--- config.mk ---
export PLATFORM = sky130hd
export DESIGN_NAME = bitrate_gen
export DESIGN_NICKNAME = d
export VERILOG_FILES = /design/src/rtl/bitrate_gen.sv
export SDC_FILE = /design/constraint.sdc
export NUM_CORES = 1
export LEC_CHECK = 0
export ABC_AREA = 1
export BUFFER_PORTS_ARGS = -buffer_cell sky130_fd_sc_hd__buf_2
export CAP_MARGIN = 20
export CORE_MARGIN = 2
export CORE_UTILIZATION = 50
export CTS_CLUSTER_DIAMETER = 100
export DETAILED_ROUTE_END_ITERATION = 10
export PLACE_DENSITY = 0.71
export SLEW_MARGIN = 20
export SYNTH_ARGS = -nofsm -noshare
export SYNTH_HDL_FRONTEND = slang
export SYNTH_SLANG_ARGS = --single-unit
--- constraint.sdc ---
create_clock -name clk -period 2.1 [get_ports clk]
set_input_delay 0.315 -clock clk [delete_from_list [all_inputs] [get_ports clk]]
set_output_delay 0.315 -clock clk [all_outputs]
set_load 0.01 [all_outputs]
--- src/rtl/bitrate_gen.sv ---
module bitrate_gen #(
  parameter int DIV_W  = 8,
  parameter int PRE_W  = 6,
  parameter int POST_W = 10
) (
  input  logic             clk,
  input  logic             rst_n,
  input  logic             wr_en,
  input  logic             wr_sel,
  input  logic [DIV_W-1:0] wr_data,
  input  logic             rd_sel,
  output logic [DIV_W-1:0] rd_data,
  input  logic [1:0]       mode,
  output logic             base_en,
  output logic             bit_tick
);

  logic [DIV_W-1:0]  div_q, sh_div, div_cnt;
  logic [1:0]        cks_q, cyc_q, sh_cks;
  logic [POST_W-1:0] sh_post, post_cnt;
  logic [PRE_W-1:0]  pre_cnt, pre_lim;
  logic              start_q, pre_tick, load;

  function automatic logic [POST_W-1:0] post_len(input logic [1:0] m, input logic [1:0] c);
    case (m)
      2'b01:   return POST_W'(4);
      2'b10:
        case (c)
          2'b00:   return POST_W'(64);
          2'b01:   return POST_W'(128);
          2'b10:   return POST_W'(744);
          default: return POST_W'(512);
        endcase
      default: return POST_W'(32);
    endcase
  endfunction

  always_ff @(posedge clk or negedge rst_n)
    if (!rst_n) begin
      div_q <= '1;
      cks_q <= '0;
      cyc_q <= '0;
    end else if (wr_en) begin
      if (wr_sel) {cyc_q, cks_q} <= wr_data[3:0];
      else        div_q          <= wr_data;
    end

  assign rd_data = rd_sel ? {{(DIV_W-4){1'b0}}, cyc_q, cks_q} : div_q;

  assign pre_lim  = PRE_W'((7'd1 << {sh_cks, 1'b0}) - 7'd1);
  assign pre_tick = !start_q && (pre_cnt == pre_lim);
  assign base_en  = pre_tick && (div_cnt == sh_div);
  assign bit_tick = base_en && (post_cnt == sh_post - POST_W'(1));
  assign load     = start_q || bit_tick;

  always_ff @(posedge clk or negedge rst_n)
    if (!rst_n) begin
      start_q  <= 1'b1;
      sh_div   <= '1;
      sh_cks   <= '0;
      sh_post  <= POST_W'(32);
      pre_cnt  <= '0;
      div_cnt  <= '0;
      post_cnt <= '0;
    end else begin
      start_q <= 1'b0;
      if (load) begin
        sh_div   <= div_q;
        sh_cks   <= cks_q;
        sh_post  <= post_len(mode, cyc_q);
        pre_cnt  <= '0;
        div_cnt  <= '0;
        post_cnt <= '0;
      end else begin
        pre_cnt <= pre_tick ? '0 : pre_cnt + PRE_W'(1);
        if (pre_tick) div_cnt <= base_en ? '0 : div_cnt + DIV_W'(1);
        if (base_en)  post_cnt <= post_cnt + POST_W'(1);
      end
    end

endmodule

==> flow_metrics.py <==
metrics = {
    "placed_design": {
        "routabilityCongestion": 0.918,
        "io_buffers": 24,
        "hpwl_mm": 5.33,
        "place_inst": 556,
    },
    "worst_setup_path": {
        "cp_slowest_stage_delay_ns": 0.56,
        "worstPathMaxFanout": 2,
        "crit_path_start_kind": "flip-flop",
        "path_delay_family": "simple AND/OR/NAND/NOR gates",
        "crit_chain": "inv_2, ha_4, nor2_2, nor2_2, nand2_1, nor2_2, nand3_2, nor2_4, nand2_8, clkinv_4, buf_6",
        "critPathCaptureType": "primary output",
        "critPathKind": "flip-flop to primary output",
        "path_common_cell": "nor2_2",
        "cp.arrival_ns": 1.98,
        "required_ns": 1.78,
        "cp_num_buf_inv": 3,
        "cp_slowest_cell": "dfstp_2",
    },
    "logic_synthesis": {
        "syn-num-nets": 485,
        "synth_xor_area_frac": 0.0413,
        "ys_warn_count": 0,
        "async_reset_ff_frac": 1.00,
        "synth_mux_area_frac": 0.00664,
        "synthCells": 458,
        "avgSynthCellArea_sq_um": 7.40,
        "ys.flop_type": "dfrtp_1",
        "synth_area_sq_mm": 0.00339,
        "synthAdderAreaFrac": 0.0443,
        "synth_compound_area_frac": 0.0498,
        "seq_area_frac_synth": 0.398,
        "synth_edf_count": 0,
        "yosys.area_share.simple": 0.370,
        "synth_top_family_by_area": "simple AND/OR/NAND/NOR gates",
        "yosys_register_bits": 53,
        "ys_types": 36,
    },
    "global_routing": {
        "antenna_found_initial": 0,
        "grtUsageTotal": 0.207,
        "grt_max_degree": 33,
        "grt_pass1_vias": 2724,
        "grt_pass1_wl_mm": 12.5,
        "grt-ovfl-total": 0,
    },
    "finish": {
        "layout-drive-gt1-share": 0.225,
        "postLayoutCoreUtil": 0.575,
        "n_antenna_cell": 0,
        "syn2layout_area_growth_pct": 13.4,
        "mostFrequentLayoutCell": "nand2_1",
        "num-fill-cells": 622,
        "final_cell_mix": "nand2_1, inv_1, nor2_1, nand3_1, dfrtp_1",
        "layout.nets": 519,
        "fin_cells": 573,
    },
    "timing": {
        "worst_pin_slew_ns": 0.531,
        "hold_ws_ns": 0.230,
        "setup_viol": 1,
        "period_minus_slack_ns": 2.30,
        "hold_viol": 0,
        "clock_skew_ns": 0.00935,
        "post-route-period-util": 1.09,
        "setup_tns_ns": -0.198,
        "rsz0062_at_grt": "yes",
        "max_freq_ghz": 0.435,
        "slew-limit-headroom": 0.646,
        "worst_slack_ns": -0.198,
        "finalMaxSlewViolations": 0,
    },
    "floorplan": {
        "dieArea_sq_mm": 0.00745,
        "coreArea_sq_mm": 0.00668,
        "num_rows": 30,
        "die_w_um": 86.3,
        "die_y_um": 86.3,
        "num_io_pins": 25,
        "start_util": 0.507,
    },
    "outcome": {
        "status": "finished with violations",
        "violations": "setup timing",
    },
    "run": {
        "drv_cap": 0,
    },
    "route": {
        "num_vias": 2949,
        "wirelength_mm": 7.21,
        "dr.pass1.iters": 4,
        "antenna_left": 0,
        "drtIter0Drc": 182,
        "avgViaCountPerCell": 5.15,
        "wl_per_cell_um": 12.6,
        "drc": 0,
    },
    "cts": {
        "cts_buffer_depth": 2,
        "cts_made_buffers": 5,
        "clkTransAtPathRegs_ns": 0.10,
        "h-tree-depth": 2,
        "root_buffer": "clkbuf_8",
        "clock-sinks": 53,
        "clock_latency_ns": 0.31,
        "cts_tree": "built",
    },
    "power_and_ir_drop": {
        "leakagePower_uw": 0.00201,
        "vdd_drop_max_mv": 0.324,
        "pwr_density_cell_mw_per_mm2": 633,
    },
    "min_path": {
        "min_path_type": "primary input to flip-flop",
    },
}
==> worst reg2reg max path, cell delays in order (launching register included) <==
cell and delay (ns):
dfstp_2 0.56, inv_2 0.05, ha_4 0.27, nor2_2 0.04
nor2_2 0.13, nand2_1 0.08, nor2_2 0.09, nand3_2 0.09
nor2_4 0.17, nand2_8 0.06, buf_4 0.23, nand2_8 0.12
nand2_2 0.06, nand2_1 0.05
==> path summary, 6_finish.rpt <==
check	startpoint	endpoint	depth (start not counted)	slack (ns)
max	sh_post[5]	bit_tick	11	-0.20
min	wr_data[7]	div_q[7]	3	0.23
max reg2reg	sh_post[5]	sh_div[4]	13	0.03
min reg2reg	div_q[7]	sh_div[7]	2	0.47
max in group asynchronous	rst_n	sh_div[4]	3	0.90
min in group asynchronous	rst_n	sh_post[2]	2	0.51
==> synth_stat cells, types with 10 or more instances <==
| cell type | n | area, sq um |
|---|---|---|
| dfstp_2 | 18 | 473 |
| nand2_1 | 132 | 495 |
| dfrtp_1 | 35 | 876 |
| o21ai_0 | 13 | 65.1 |
| nand3_1 | 42 | 210 |
| xor2_1 | 10 | 87.6 |
| nor2_1 | 45 | 169 |
| ha_1 | 12 | 150 |
| inv_1 | 56 | 210 |
| nand4_1 | 13 | 81.3 |
| a21oi_1 | 11 | 55.1 |
| nand2_2 | 14 | 87.6 |
==> where the power goes <==
group / leakage [uW] / internal (uW) / switching [uW] / total (uW)
Combinational: 0.00129 / 207 / 305 / 512
Clock: 0.0000558 / 361 / 347 / 707
Sequential: 0.000665 / 1130 / 84.6 / 1210
==> sequential cells by signal (all words and copies together) (netlist names) <==
| register | count |
|---|---|
| div_q | 8 |
| sh_div | 8 |
| start_q | 1 |
| sh_cks | 2 |
| pre_cnt | 6 |
| cyc_q | 2 |
| cks_q | 2 |
| div_cnt | 8 |
| post_cnt | 10 |
| sh_post | 6 |
==> logic make-up after synthesis <==
group	after synthesis
compound gates	31
xor+xnor	16
fa+ha+maj	12
buf+inv	73
flops	53
mux	2
other cells	1
simple gates	270
==> per-stage QoR <==
stage / instance area, sq um / setup WS [ns] / total power, uW
global route: 3840 / -0.297 / 2570
CTS: 3820 / -0.204 / 2420
floorplan: 3410 / 0.0177 / 1570
detailed placement: 3610 / -0.0324 / 1700
finish: 3840 / -0.198 / 2430
global placement: 3610 / 0.0547 / 1680
==> cell type report <==
cell class / count / area [sq um] / area share
clock buffer: 6 / 72.6 / 0.0189
sequential: 53 / 1350 / 0.351
multi-input combinational: 335 / 1820 / 0.474
inverter: 61 / 234 / 0.0609
timing repair buffer: 36 / 225 / 0.0586
tap: 80 / 100 / 0.0261
clock inverter: 2 / 38.8 / 0.0101
==> layer usage <==
metal / GRT usage / wire length [um] / vias up
met1: 0.284 / 3380 / 1350
met2: 0.337 / 3450 / 77
met4: 0.0639 / 81 / 0
li1: - / - / 1513
met5: 0 / 0 / -
met3: 0.0324 / 298 / 9
==> timing repair <==
| action | 4_1_cts | 5_1_grt |
|---|---|---|
| hold buffers | 1 | 0 |
| setup buffers | 5 | 1 |
| gates cloned | 2 | 1 |
| gates resized for setup | 6 | 8 |
| hold endpoints to repair | 12 | 0 |
| pin swaps | 5 | 7 |
| endpoints found under the setup margin | 19 | 20 |
Note: power is estimated with default switching activity, not from simulation.
